## config.mk

```make
export PLATFORM = sky130hd
export DESIGN_NAME = pwm_pair_ctrl
export DESIGN_NICKNAME = d
export VERILOG_FILES = /design/src/rtl/pwm_pair_pkg.sv /design/src/rtl/pwm_pair_regs.sv /design/src/rtl/pwm_pair_div.sv /design/src/rtl/pwm_chan.sv /design/src/rtl/pwm_pair_ctrl.sv
export SDC_FILE = /design/constraint.sdc
export NUM_CORES = 1
export LEC_CHECK = 0
export BUFFER_PORTS_ARGS = -buffer_cell sky130_fd_sc_hd__buf_2
export CORE_ASPECT_RATIO = 0.7
export CORE_MARGIN = 2
export CORE_UTILIZATION = 55
export CTS_BUF_LIST = sky130_fd_sc_hd__clkbuf_4
export DETAILED_ROUTE_END_ITERATION = 16
export GPL_TIMING_DRIVEN = 1
export PLACE_DENSITY = 0.75
export SLEW_MARGIN = 30
export SYNTH_ARGS = -nofsm -noshare
export SYNTH_HDL_FRONTEND = slang
export SYNTH_HIERARCHICAL = 1
export SYNTH_SLANG_ARGS = --single-unit
```

## constraint.sdc

```tcl
create_clock -name clk -period 4.5 [get_ports clk]
set_input_delay 1.125 -clock clk [delete_from_list [all_inputs] [get_ports clk]]
set_output_delay 1.125 -clock clk [all_outputs]
set_load 0.01 [all_outputs]
```

## src/rtl/pwm_pair_pkg.sv

```systemverilog
// Shared constants and configuration types for the paired PWM controller.
// Field widths are fixed by the register format; channel count lives on the top.
package pwm_pair_pkg;
    localparam int CNT_W    = 16;
    localparam int PRE_W    = 8;
    localparam int EXP_W    = 4;
    localparam int SRC_W    = 2;
    localparam int MAX_EXP  = 8;
    localparam int DIV_W    = MAX_EXP + 1;

    localparam int CFG_BASE = 'h20;
    localparam int CFG_STEP = 4;
    localparam int GATE_OFS = 'h40;
    localparam int BYP_LSB  = 16;
    localparam int EN_OFS   = 'h80;
    localparam int CH_BASE  = 'h100;
    localparam int CH_STEP  = 'h20;
    localparam int PER_OFS  = 4;

    typedef struct packed {
        logic [SRC_W-1:0] src;
        logic [EXP_W-1:0] expo;
    } pair_cfg_t;

    typedef struct packed {
        logic             en;
        logic             gate;
        logic             byp;
        logic             act_high;
        logic [PRE_W-1:0] presc;
        logic [CNT_W-1:0] len;
        logic [CNT_W-1:0] act;
    } chan_cfg_t;
endpackage

```

## src/rtl/pwm_pair_regs.sv

```systemverilog
// Register file: decodes the 32-bit port, holds all settings, serves readback
// and emits restart strobes. Assumes NCH is even and at most 16.
module pwm_pair_regs
    import pwm_pair_pkg::*;
#(
    parameter int NCH    = 4,
    parameter int ADDR_W = 12,
    localparam int NPAIR = NCH / 2
) (
    input  logic                    clk,
    input  logic                    rst_n,
    input  logic                    reg_wr,
    input  logic [ADDR_W-1:0]       reg_addr,
    input  logic [31:0]             reg_wdata,
    output logic [31:0]             reg_rdata,
    output pair_cfg_t [NPAIR-1:0]   pr_cfg,
    output chan_cfg_t [NCH-1:0]     ch_cfg,
    output logic [NPAIR-1:0]        pr_wr,
    output logic [NCH-1:0]          ch_wr
);
    function automatic logic [ADDR_W-1:0] cfg_addr(input int p);
        return ADDR_W'(CFG_BASE + p * CFG_STEP);
    endfunction
    function automatic logic [ADDR_W-1:0] ctl_addr(input int n);
        return ADDR_W'(CH_BASE + n * CH_STEP);
    endfunction
    function automatic logic [ADDR_W-1:0] per_addr(input int n);
        return ADDR_W'(CH_BASE + n * CH_STEP + PER_OFS);
    endfunction

    localparam logic [ADDR_W-1:0] GATE_A = ADDR_W'(GATE_OFS);
    localparam logic [ADDR_W-1:0] EN_A   = ADDR_W'(EN_OFS);

    pair_cfg_t [NPAIR-1:0]           pr_q;
    logic [NCH-1:0]                  gate_q, byp_q, en_q, pol_q;
    logic [NCH-1:0][PRE_W-1:0]       presc_q;
    logic [NCH-1:0][CNT_W-1:0]       len_q, act_q;

    // Write strobes that restart counters
    always_comb begin
        for (int p = 0; p < NPAIR; p++)
            pr_wr[p] = reg_wr && (reg_addr == cfg_addr(p));
        for (int n = 0; n < NCH; n++)
            ch_wr[n] = reg_wr && ((reg_addr == ctl_addr(n)) || (reg_addr == per_addr(n)));
    end

    // Register storage updated by port writes
    always_ff @(posedge clk) begin
        if (!rst_n) begin
            pr_q    <= '0;
            gate_q  <= '0;
            byp_q   <= '0;
            en_q    <= '0;
            pol_q   <= '0;
            presc_q <= '0;
            len_q   <= '0;
            act_q   <= '0;
        end else if (reg_wr) begin
            for (int p = 0; p < NPAIR; p++) begin
                if (reg_addr == cfg_addr(p)) begin
                    pr_q[p].src  <= reg_wdata[8:7];
                    pr_q[p].expo <= reg_wdata[3:0];
                end
            end
            if (reg_addr == GATE_A) begin
                gate_q <= reg_wdata[NCH-1:0];
                byp_q  <= reg_wdata[BYP_LSB +: NCH];
            end
            if (reg_addr == EN_A)
                en_q <= reg_wdata[NCH-1:0];
            for (int n = 0; n < NCH; n++) begin
                if (reg_addr == ctl_addr(n)) begin
                    pol_q[n]   <= reg_wdata[8];
                    presc_q[n] <= reg_wdata[PRE_W-1:0];
                end
                if (reg_addr == per_addr(n)) begin
                    len_q[n] <= reg_wdata[31:16];
                    act_q[n] <= reg_wdata[15:0];
                end
            end
        end
    end

    // Pack per-channel settings for the datapath
    always_comb begin
        pr_cfg = pr_q;
        for (int n = 0; n < NCH; n++) begin
            ch_cfg[n].en       = en_q[n];
            ch_cfg[n].gate     = gate_q[n];
            ch_cfg[n].byp      = byp_q[n];
            ch_cfg[n].act_high = pol_q[n];
            ch_cfg[n].presc    = presc_q[n];
            ch_cfg[n].len      = len_q[n];
            ch_cfg[n].act      = act_q[n];
        end
    end

    // Readback multiplexer, zero for unmapped offsets
    always_comb begin
        reg_rdata = '0;
        for (int p = 0; p < NPAIR; p++) begin
            if (reg_addr == cfg_addr(p)) begin
                reg_rdata[8:7] = pr_q[p].src;
                reg_rdata[3:0] = pr_q[p].expo;
            end
        end
        if (reg_addr == GATE_A) begin
            reg_rdata[NCH-1:0]         = gate_q;
            reg_rdata[BYP_LSB +: NCH]  = byp_q;
        end
        if (reg_addr == EN_A)
            reg_rdata[NCH-1:0] = en_q;
        for (int n = 0; n < NCH; n++) begin
            if (reg_addr == ctl_addr(n)) begin
                reg_rdata[8]         = pol_q[n];
                reg_rdata[PRE_W-1:0] = presc_q[n];
            end
            if (reg_addr == per_addr(n))
                reg_rdata = {len_q[n], act_q[n]};
        end
    end
endmodule

```

## src/rtl/pwm_pair_div.sv

```systemverilog
// Pair divider: picks the tick source and passes one of every 2^M ticks.
// Assumes the exponent saturates at MAX_EXP; counter held at zero when idle.
module pwm_pair_div
    import pwm_pair_pkg::*;
(
    input  logic       clk,
    input  logic       rst_n,
    input  logic       osc_tick,
    input  logic       bus_tick,
    input  pair_cfg_t  cfg,
    input  logic       clr,
    input  logic       run_any,
    output logic       div_tick
);
    logic [DIV_W-1:0] cnt;
    logic [EXP_W-1:0] m_eff;
    logic [DIV_W-1:0] limit;
    logic             src_tick;

    // Source choice, saturated exponent and terminal count
    always_comb begin
        src_tick = (cfg.src == '0) ? osc_tick : bus_tick;
        m_eff    = (cfg.expo > EXP_W'(MAX_EXP)) ? EXP_W'(MAX_EXP) : cfg.expo;
        limit    = (DIV_W'(1) << m_eff) - DIV_W'(1);
        div_tick = run_any && src_tick && (cnt == limit);
    end

    // Power-of-two tick counter
    always_ff @(posedge clk) begin
        if (!rst_n || clr || !run_any)
            cnt <= '0;
        else if (src_tick)
            cnt <= (cnt == limit) ? '0 : cnt + DIV_W'(1);
    end
endmodule

```

## src/rtl/pwm_chan.sv

```systemverilog
// One PWM channel: linear prescaler, period counter and pin logic.
// Assumes div_tick is the pair tick; clr restarts both counters.
module pwm_chan
    import pwm_pair_pkg::*;
(
    input  logic              clk,
    input  logic              rst_n,
    input  chan_cfg_t         cfg,
    input  logic              div_tick,
    input  logic              clr,
    output logic              pin,
    output logic              oe,
    output logic [PRE_W-1:0]  pre_cnt,
    output logic [CNT_W-1:0]  per_cnt
);
    logic run, pre_tick, active;

    // Run qualifier, prescaled tick and compare
    always_comb begin
        run      = cfg.en && cfg.gate;
        pre_tick = run && div_tick && (pre_cnt == cfg.presc);
        active   = per_cnt < cfg.act;
    end

    // Linear prescaler counter
    always_ff @(posedge clk) begin
        if (!rst_n || clr || !run)
            pre_cnt <= '0;
        else if (div_tick)
            pre_cnt <= (pre_cnt == cfg.presc) ? '0 : pre_cnt + PRE_W'(1);
    end

    // Period counter wrapping after the length value
    always_ff @(posedge clk) begin
        if (!rst_n || clr || !run)
            per_cnt <= '0;
        else if (pre_tick)
            per_cnt <= (per_cnt >= cfg.len) ? '0 : per_cnt + CNT_W'(1);
    end

    // Pin value and output-enable
    always_comb begin
        oe = cfg.en;
        if (!cfg.en)
            pin = 1'b0;
        else if (cfg.byp)
            pin = div_tick;
        else if (run)
            pin = cfg.act_high ? active : !active;
        else
            pin = !cfg.act_high;
    end
endmodule

```

## src/rtl/pwm_pair_ctrl.sv

```systemverilog
// Top: register file, one divider per channel pair, one channel per output.
// Assumes NCH is even and at most 16; single clock domain.
module pwm_pair_ctrl
    import pwm_pair_pkg::*;
#(
    parameter int NCH    = 4,
    parameter int ADDR_W = 12
) (
    input  logic              clk,
    input  logic              rst_n,
    input  logic              osc_tick,
    input  logic              bus_tick,
    input  logic              reg_wr,
    input  logic [ADDR_W-1:0] reg_addr,
    input  logic [31:0]       reg_wdata,
    output logic [31:0]       reg_rdata,
    output logic [NCH-1:0]    pwm_out,
    output logic [NCH-1:0]    pwm_oe
);
    localparam int NPAIR = NCH / 2;

    pair_cfg_t [NPAIR-1:0]        pr_cfg;
    chan_cfg_t [NCH-1:0]          ch_cfg;
    logic [NPAIR-1:0]             pr_wr;
    logic [NCH-1:0]               ch_wr;
    logic [NPAIR-1:0]             div_tick;
    logic [NCH-1:0][PRE_W-1:0]    pre_cnt;
    logic [NCH-1:0][CNT_W-1:0]    per_cnt;

    pwm_pair_regs #(.NCH(NCH), .ADDR_W(ADDR_W)) u_regs (
        .clk       (clk),
        .rst_n     (rst_n),
        .reg_wr    (reg_wr),
        .reg_addr  (reg_addr),
        .reg_wdata (reg_wdata),
        .reg_rdata (reg_rdata),
        .pr_cfg    (pr_cfg),
        .ch_cfg    (ch_cfg),
        .pr_wr     (pr_wr),
        .ch_wr     (ch_wr)
    );

    for (genvar p = 0; p < NPAIR; p++) begin : g_pair
        logic run_any;
        // Pair runs while either member is enabled and gated
        always_comb run_any = (ch_cfg[2*p].en && ch_cfg[2*p].gate)
                           || (ch_cfg[2*p+1].en && ch_cfg[2*p+1].gate);

        pwm_pair_div u_div (
            .clk      (clk),
            .rst_n    (rst_n),
            .osc_tick (osc_tick),
            .bus_tick (bus_tick),
            .cfg      (pr_cfg[p]),
            .clr      (pr_wr[p]),
            .run_any  (run_any),
            .div_tick (div_tick[p])
        );
    end

    for (genvar n = 0; n < NCH; n++) begin : g_chan
        logic restart;
        // Own register write or shared pair write restarts the channel
        always_comb restart = ch_wr[n] || pr_wr[n/2];

        pwm_chan u_chan (
            .clk      (clk),
            .rst_n    (rst_n),
            .cfg      (ch_cfg[n]),
            .div_tick (div_tick[n/2]),
            .clr      (restart),
            .pin      (pwm_out[n]),
            .oe       (pwm_oe[n]),
            .pre_cnt  (pre_cnt[n]),
            .per_cnt  (per_cnt[n])
        );
    end
endmodule

```

Word level (Yosys, flattened, before mapping)
Cells that the tools add are included.

Add/subtract/negate cells: 12. Multipliers: 0. Divide/modulo/power cells: 0. Order comparisons: 10. Eq/ne operators: 18. Shift-type cells: 2. Mux-type cells: 45. Bitwise operators: 0. Reduce and logical (&&, ||, !) cells: 73.

Operator list (number): 32-bit two-way mux (4); 12-bit by 9-bit equality test with 1-bit output, second input constant (8); 16-bit by 1-bit adder with 16-bit output, second input constant (4); 16-bit greater-or-equal comparator (4); 16-bit less-than comparator (4); 16-bit two-way mux (4); 9-bit two-way mux (6); 8-bit by 1-bit adder with 8-bit output, second input constant (4); 8-bit equality test (4); 8-bit two-way mux (4); 4-bit two-way mux (7); 12-bit by 6-bit equality test with 1-bit output, second input constant (2); 2-bit AND reduction (12); 1-bit logical AND (22); 1-bit logical OR (22); 9-bit by 1-bit adder with 9-bit output, second input constant (2); 9-bit equality test (2); 1-bit two-way mux (18); 1-bit by 4-bit << shifter with 9-bit output, first input constant (2); 9-bit by 2-bit subtractor with 9-bit output, second input constant (2); 1-bit zero test (15); 12-bit by 7-bit equality test with 1-bit output, second input constant (1); 12-bit by 8-bit equality test with 1-bit output, second input constant (1); 4-bit > comparator, second input constant (2); other kinds (2) (4).

Register bits after elaboration: 302. Latch bits: 0. Bits in writable memories: 0. Memory bits (read-only): 0. Input port bits: 49. Output and inout port bits: 40. Memories: 0.

Longest topological paths before layout
Gate-level depths: netlist (run 1).

Depth after elaboration: 13. Depth in mapped cells: 17. Mapped depth without buffers: 13.

By module
The synthesis (run 1) kept the hierarchy.

By module, submodules not included: pwm_pair_regs (instances 1, cells each 1116, area each 8856.0 µm²); pwm_chan (g_chan[0].u_chan ...) (instances 3, cells each 249, area each 2028.2 µm²); pwm_chan (g_chan[2].u_chan) (instances 1, cells each 246, area each 2011.9 µm²); pwm_pair_div (instances 2, cells each 102, area each 794.5 µm²); pwm_pair_ctrl (instances 1, cells each 6, area each 42.5 µm²).

Worst setup path after synthesis (run 1)
No wires, ideal clock.

Kind: input-to-reg. Start: input port osc_tick. End: register g_chan[0].u_chan.per_cnt[0]. Setup time: 115 ps. Arrival: 4019 ps. Required time: 4385 ps. Setup slack: 367 ps. Stages on the path: 13. Buffers on the path: 3. Cells stage by stage: or3b_4 -> nand2_4 -> nand3_2 -> or4_1 -> a211oi_1 -> clkbuf_1 -> nand2b_1 -> or4_4 -> buf_6 -> a21oi_2 -> a2bb2oi_4 -> buf_6 -> nor2_1.

Word-level cells in the longest chain between the ends: 5.

RTL lines: from (decl) (RTL line pwm_pair_ctrl.sv:11) `input logic osc_tick,`; 1-bit two-way mux (RTL line pwm_pair_div.sv:22) `src_tick = (cfg.src == '0) ? osc_tick : bus_tick;`; 1-bit logical AND (2 in a row) (RTL line pwm_pair_div.sv:25) `div_tick = run_any && src_tick && (cnt == limit);`; via div_tick[0] (RTL line pwm_pair_ctrl.sv:26) `logic [NPAIR-1:0] div_tick;`; 1-bit logical AND (2 in a row) (RTL line pwm_chan.sv:21) `pre_tick = run && div_tick && (pre_cnt == cfg.presc);`; to (signal assigned) (RTL line pwm_chan.sv:38) `per_cnt <= (per_cnt >= cfg.len) ? '0 : per_cnt + CNT_W'(1);`; to (decl) (RTL line pwm_chan.sv:14) `output logic [CNT_W-1:0] per_cnt`.

The timed path passes the listed nets, and every way through them passes these cells. A chain may end at the register's enable or synchronous reset.

Final worst setup path (run 1)
Start: register u_regs.pr_q, in the netlist u_regs/pr_cfg[8]. End: output port pwm_out[3].

Word-level cells in the longest chain between the ends: 8.

RTL lines: from (decl) (RTL line pwm_pair_regs.sv:34) `pair_cfg_t [NPAIR-1:0] pr_q;`; 4-bit > comparator (RTL line pwm_pair_div.sv:23) `m_eff = (cfg.expo > EXP_W'(MAX_EXP)) ? EXP_W'(MAX_EXP) : cfg.expo;`; 4-bit two-way mux * (RTL line pwm_pair_div.sv:23); 1-bit by 4-bit << shifter with 9-bit output * (RTL line pwm_pair_div.sv:24) `limit = (DIV_W'(1) << m_eff) - DIV_W'(1);`; 9-bit by 2-bit subtractor with 9-bit output * (RTL line pwm_pair_div.sv:24); 9-bit equality test * (RTL line pwm_pair_div.sv:25); 1-bit logical AND * (RTL line pwm_pair_div.sv:25); via div_tick[1] (RTL line pwm_pair_ctrl.sv:26); 1-bit two-way mux * (RTL line pwm_chan.sv:46) `else if (cfg.byp)`; 1-bit two-way mux * (RTL line pwm_chan.sv:44) `if (!cfg.en)`; to (decl) (RTL line pwm_pair_ctrl.sv:17) `output logic [NCH-1:0] pwm_out,`.

Mark *: on every way through the listed nets, which the timed path passes. The rest lies on a longest branch.

==> results of run 1 <==
-- where the power goes --
group | internal [W] | total [W] | switching, W
Combinational | 0.0000730 | 0.000216 | 0.000143
Clock | 0.00124 | 0.00247 | 0.00123
Sequential | 0.00267 | 0.00267 | 0.000000253
Total | 0.00398 | 0.00535 | 0.00137
-- layer usage --
| metal | global-route usage [%] | wire, µm | vias to the layer above |
|---|---|---|---|
| li1 | - | - | 8308 |
| met1 | 47.6 | 26100 | 8645 |
| met2 | 49.6 | 25200 | 1059 |
| met3 | 9.41 | 7730 | 166 |
| met4 | 13.5 | 2080 | 0 |
| met5 | 0 | 0 | - |
-- cell type report --
cell class                      count  area [µm²]  share of cell area, %
Tap cell                          435         544                   2.62
Antenna cell                        1        2.50                 0.0120
Clock inverter                     34         189                  0.909
Sequential cell                   302        6070                   29.2
Inverter                          151         567                   2.73
Clock buffer                      109         818                   3.94
Timing Repair Buffer              164        1070                   5.13
Multi-Input combinational cell   1739       11500                   55.5
-- flip-flops by register name (all words and copies together) (netlist names) --
register,count
g_chan.u_chan/per_cnt,64
g_chan.u_chan/pre_cnt,32
u_regs/pr_cfg,12
u_regs/pol_q,4
u_regs/en_q,4
u_regs/ch_cfg,160
u_regs/byp_q,4
u_regs/gate_q,4
g_pair.u_div/cnt,18
-- cells in the mapped netlist (12+ instances only) --
master	instances
nor2_2	17
a21boi_0	20
dfxtp_1	302
a222oi_1	24
and3_1	21
nor2_1	180
and4_1	13
nor4_1	21
nor3_1	43
nand2_1	440
o21ai_0	40
a21boi_1	166
ha_1	136
a21oi_1	74
xor2_1	72
xnor2_1	70
nand3_1	70
nand4_1	45
clkbuf_1	78
mux2i_1	28
inv_1	150
a21o_1	12
buf_2	23
nor2b_1	16
a211oi_1	16
nand2b_1	16
buf_4	13
-- what timing repair did --
| action | in CTS | in global routing |
|---|---|---|
| gates resized for setup | 28 | 20 |
| pin swaps | 4 | 7 |
| buffers inserted | 12 | 2 |
| setup endpoints to repair | 4 | 8 |
-- metrics by stage --
step / worst slack [ps] / cell area [µm²] / hold WS [ps]
after floorplan: 367 / 18600 / 440
after global routing: -123 / 20800 / 503
after detailed placement: -17.5 / 19500 / 467
final: 27.5 / 20800 / 479
after global placement: 74.0 / 19500 / 457
after CTS: 1.38 / 20700 / 478
-- worst min-delay path by stage --
stage	startpoint	end	slack, ps	depth (start not counted)
floorplan	u_regs/ch_cfg[51]$_SDFFE_PN0P_	u_regs/ch_cfg[51]$_SDFFE_PN0P_	440	2
global placement	u_regs/ch_cfg[7]$_SDFFE_PN0P_	u_regs/ch_cfg[7]$_SDFFE_PN0P_	460	2
detailed placement	u_regs/ch_cfg[7]$_SDFFE_PN0P_	u_regs/ch_cfg[7]$_SDFFE_PN0P_	470	2
CTS	u_regs/ch_cfg[50]$_SDFFE_PN0P_	u_regs/ch_cfg[50]$_SDFFE_PN0P_	480	2
global route	u_regs/ch_cfg[5]$_SDFFE_PN0P_	u_regs/ch_cfg[5]$_SDFFE_PN0P_	500	2
finish	u_regs/ch_cfg[7]$_SDFFE_PN0P_	u_regs/ch_cfg[7]$_SDFFE_PN0P_	480	2
-- worst register-to-register path, stage by stage, from the launching register on --
cell      delay [ps]
dfxtp_4          360
nor2_4           130
nand3b_1         100
ha_2             290
xnor2_1          130
nor3_2           160
nand3_2          110
or4_4            490
a211oi_2         210
buf_4            200
buf_4            150
buf_4            100
buf_4            150
nand2b_1          80
or4_4            610
nor4_1           390
xnor2_1          180
nor2_2            50
-- cells by family after synthesis --
kind of cell,synth area share [%]
and+or+nand+nor,25.3
AOI/OAI and AO/OA,18.1
DFF,32.5
buffers and inverters,6.48
xor gates and xnor gates,6.69
adders and majority gates,9.16
muxes,1.69
==> results.md, run 1 <==
- Total nets after synthesis: 2504
- Leading cell type in the layout, fill and taps excluded: nand2_1
- First-pass GRT wire length: 94.0 mm
- DRT antenna net count: 0
- Synth top area cells: dfxtp_1 (33%), ha_1 (9.2%), nand2_1 (8.9%), a21boi_1 (6.7%), nor2_1 (3.6%)
- Rows: 56
- Iter 0 DRT Violations: 2537
- Hold-fix buffers at CTS: 0
- Fill cell count: 2866
- Die ar.: 0.0353 mm²
- Root buf cell: clkbuf_4
- Reg2reg end: g_chan[3].u_chan/per_cnt[8]$_SDFFE_PP0P_
- Drt first pass iters: 8
- Setup TNS Final: 0 ps
- Worst slew pin tran: 932 ps
- Largest net degree at the start of global routing: 112
- Num CTS Buffers: 77
- Final Max Slew Viols: 0
- Total Wirelength: 61.1 mm
- Clock Tree Buf Depth: 3
- Reg clk slew, reported paths: 80 ps
- Placed Instances: 2777
- Required time of the critical path: 3380 ps
- Global route overflow: 0
- Syn Inst Count: 2319
- Area of the core: 0.0334 mm²
- Reg2Reg Depth: 17
- Tot Pwr: 0.00535 W
- HPWL Detailed: 44.9 mm
- Levels on crit path: 12
- Pleak: 7.88 nW
- WL/cell: 20.8 µm
- CP arrival: 3350 ps
- GPL Wtd Cong: 1.04
- Final nets: 2620
- Worst VDD drop: 0.126 mV
- Synth Flop Type: dfxtp_1
- Final Skew: 69.3 ps
- Synth warn: 6
- Startpoint types: flip-flop
- Max-cap viol count: 0
- Worst-Skew Late Latency: 790 ps
- R2R setup slack: 490 ps
- RSZ-0062 raised after global routing: yes
- Worst-path maximum fanout: 4
- Post-synthesis sequential area ratio: 32.5%
- Final setup viols: 0
- Post-layout util: 62.3%
- Starting Density: 55.7%
- CTS tree: built
- Area Growth Syn to Fin: 11.9%
- Die Wd: 224 µm
- Syn avg cell area: 8.01 µm²
- Most frequent cells in the layout: nand2_1 (440), dfxtp_1 (295), nor2_1 (175)
- Via Count: 18200
- I/O pins: 89
- Hold Crit Class: flip-flop to flip-flop
- Crit-path max cell delay: 490 ps
- Max-slew headroom: 37.9%
- Fmax: 224 MHz
- Tcrit/Tclk final: 99.4%
- Top cell type's share of synthesized area: 32.5%
- Max stage delay cell, worst path: or4_4
- Vias in the first global route: 17000
- H-Tree Depth: 3
- Layout cells sized above 1: 15.6%
- Clk sink count: 302
- Final routed DRC violation total: 0
- Crit path buf inv count: 2
- R2r startpoint: u_regs/pr_cfg[8]$_SDFFE_PN0P_
- Post-synth top area cell: dfxtp_1
- Worst path top cell family by delay: simple AND/OR/NAND/NOR gates
- Critical Path Start: u_regs/pr_cfg[8]$_SDFFE_PN0P_
- Cell Count, Final, Fillers Out: 2935
- Post-synth EDFFs: 0
- IO buf count: 88
- Initial antenna violation count: 1
- Syn Std Cell Area: 0.0186 mm²
- CP endpoint: pwm_out[3]
- GRT Util Overall: 34.1%
- Vias per cell: 6.19
- Synth cell types: 88
- Die Height: 158 µm
- Worst-path cell chain: nor2_4, nand3b_1, ha_2, xnor2_1, nor3_2, nand3_2, or4_4, a211oi_2, buf_4, nand3_4, o311ai_4, buf_2
- Synth Register Bits: 302
- Outcome: finished, final reports clean
- Final hold vios: 0
- Post-synthesis async set-or-reset flop share: 0%
- Crit end category: output port
- Power Density: 257 mW/mm²
- Period minus WS final: 4470 ps
- Setup CP Type: flip-flop to output port
Power figures use the tool's default switching activity.
==> inputs of run 2 (changes only) <==
Settings changed: RECOVER_POWER from default to 50.
==> results.md, run 2 (synthesized netlist as in run 1, its figures left out) <==
- Outcome: complete, but fails checks
- Failing checks: max-capacitance violations, max-slew violations, negative setup slack
- Global route overflow: 0
- Max-cap viol count: 3
- Area Growth Syn to Fin: 11.5%
- Max FFs per register: 160
- Crit-path max cell delay: 740 ps
- HPWL Detailed: 44.9 mm
- Die Height: 158 µm
- Final Skew: 68.3 ps
- CP most frequent cell: buf_2
- Final Cell Area: 0.0207 mm²
- Vias per cell: 6.17
- Hold Crit Class: flip-flop to flip-flop
- WL/cell: 20.8 µm
- Reg2Reg Depth: 17
- WHS Path Cells: 2
- Worst-path maximum fanout: 6
- DRT antenna net count: 0
- Drt first pass iters: 14
- Vias in the first global route: 17000
- I/O pins: 89
- Clock Tree Buf Depth: 3
- Max stage delay cell, worst path: or4b_1
- Reg2reg end: g_chan[3].u_chan/per_cnt[8]$_SDFFE_PP0P_
- CTS tree: built
- H-Tree Depth: 3
- R2R setup slack: 490 ps
- Worst-Skew Late Latency: 790 ps
- Final routed DRC violation total: 0
- Reg clk slew, reported paths: 70 ps
- Worst Hold End: u_regs/ch_cfg[48]$_SDFFE_PN0P_
- Die Wd: 224 µm
- Area post-placement: 0.0195 mm²
- Rows: 56
- Worst-path cell chain: buf_2, or4b_1, or3_1, nor2_1, o22ai_1, a221oi_1, buf_4, buf_2
- Largest net degree at the start of global routing: 112
- Num CTS Buffers: 77
- Power Density: 258 mW/mm²
- Final hold vios: 0
- Max-slew headroom: -11.6%
- Pleak: 7.76 nW
- CP arrival: 3380 ps
- First-pass GRT wire length: 94.0 mm
- Fmax: 222 MHz
- Total Wirelength: 61.2 mm
- Required time of the critical path: 3380 ps
- Setup CP Type: input port to output port
- Final WS setup: -5.78 ps
- Final setup viols: 1
- Die ar.: 0.0353 mm²
- Starting Density: 55.7%
- Leading cell type in the layout, fill and taps excluded: nand2_1
- Fill cell count: 2875
- Final nets: 2620
- IO buf count: 88
- Final Max Slew Viols: 99
- Area of the core: 0.0334 mm²
- GRT Util Overall: 34.1%
- Initial antenna violation count: 1
- Startpoint types: input port
- Cell Count, Final, Fillers Out: 2935
- Iter 0 DRT Violations: 2273
- Layout cells sized above 1: 15.0%
- Worst VDD drop: 0.126 mV
- R2r startpoint: u_regs/pr_cfg[8]$_SDFFE_PN0P_
- Worst Min Path Start: u_regs/ch_cfg[48]$_SDFFE_PN0P_
- RSZ-0062 raised after global routing: yes
- Period minus WS final: 4510 ps
- Tcrit/Tclk final: 100%
- GPL Wtd Cong: 1.04
- Most frequent cells in the layout: nand2_1 (440), dfxtp_1 (295), nor2_1 (177)
- Worst slew pin tran: 1670 ps
- Hold-fix buffers at CTS: 0
- Placed Instances: 2777
- Crit end category: output port
- Clk sink count: 302
- Root buf cell: clkbuf_4
- Hold Slack: 480 ps
- Via Count: 18100
==> run 2: repair_timing <==
item | CTS | global route
resized for setup | 28 | 20
pin swaps | 4 | 7
setup buffers | 12 | 2
gates cloned | 0 | 0
endpoints found under the setup margin | 4 | 8
==> run 2: worst max path at each step <==
| stage | start | endpoint | cells after the start |
|---|---|---|---|
| 6_report | reg_addr[9] | reg_rdata[8] | 8 |
| 5_1_grt | u_regs/pr_cfg[8]$_SDFFE_PN0P_ | pwm_out[2] | 12 |
| 4_1_cts | u_regs/pr_cfg[9]$_SDFFE_PN0P_ | pwm_out[2] | 12 |
| 3_5_place_dp | osc_tick | g_chan[1].u_chan/per_cnt[3]$_SDFFE_PP0P_ | 13 |
| 3_3_place_gp | reg_addr[9] | reg_rdata[8] | 8 |
| 2_1_floorplan | osc_tick | g_chan[0].u_chan/per_cnt[0]$_SDFFE_PP0P_ | 13 |
==> run 2: area by class of cell <==
cell class	count	area, µm²	area share, %
Multi-Input combinational cell	1739	11500	55.5
Sequential cell	302	6070	29.3
Timing Repair Buffer	164	1030	4.97
Clock buffer	109	818	3.95
Inverter	151	567	2.73
Tap cell	435	544	2.63
Clock inverter	34	189	0.911
Antenna cell	1	2.50	0.0121
==> run 2: critical path: cells and delay by family <==
family	cells	cell delay, ps
compound gates	2	400
buf+inv	3	430
simple gates	3	1400
==> run 2: per-layer routing <==
metal / vias to the layer above / track usage (%) / routed length (µm)
li1: 8299 / - / -
met5: - / 0 / 0
met3: 179 / 9.41 / 7480
met4: 0 / 13.5 / 2130
met2: 1081 / 49.6 / 25200
met1: 8544 / 47.6 / 26300
==> run 2: metrics by stage <==
stage | total power, W | setup TNS, ps | utilization, % | setup WS (ps)
final | 0.00535 | -5.78 | 62.2 | -5.78
after global routing | 0.00553 | -1010 | 62.2 | -123
after CTS | 0.00537 | 0 | 62.0 | 1.38
after detailed placement | 0.00293 | -28.1 | 58.4 | -17.5
after global placement | 0.00293 | 0 | 58.4 | 74.0
after floorplan | 0.00284 | 0 | - | 367
==> run 2: power by group <==
| part | internal (W) | leakage (nW) | switching, W | total, W |
|---|---|---|---|---|
| Clock | 0.00124 | 0.604 | 0.00123 | 0.00247 |
| Combinational | 0.0000699 | 4.72 | 0.000142 | 0.000212 |
| Sequential | 0.00267 | 2.44 | 0.000000252 | 0.00267 |
| Total | 0.00398 | 7.76 | 0.00137 | 0.00535 |
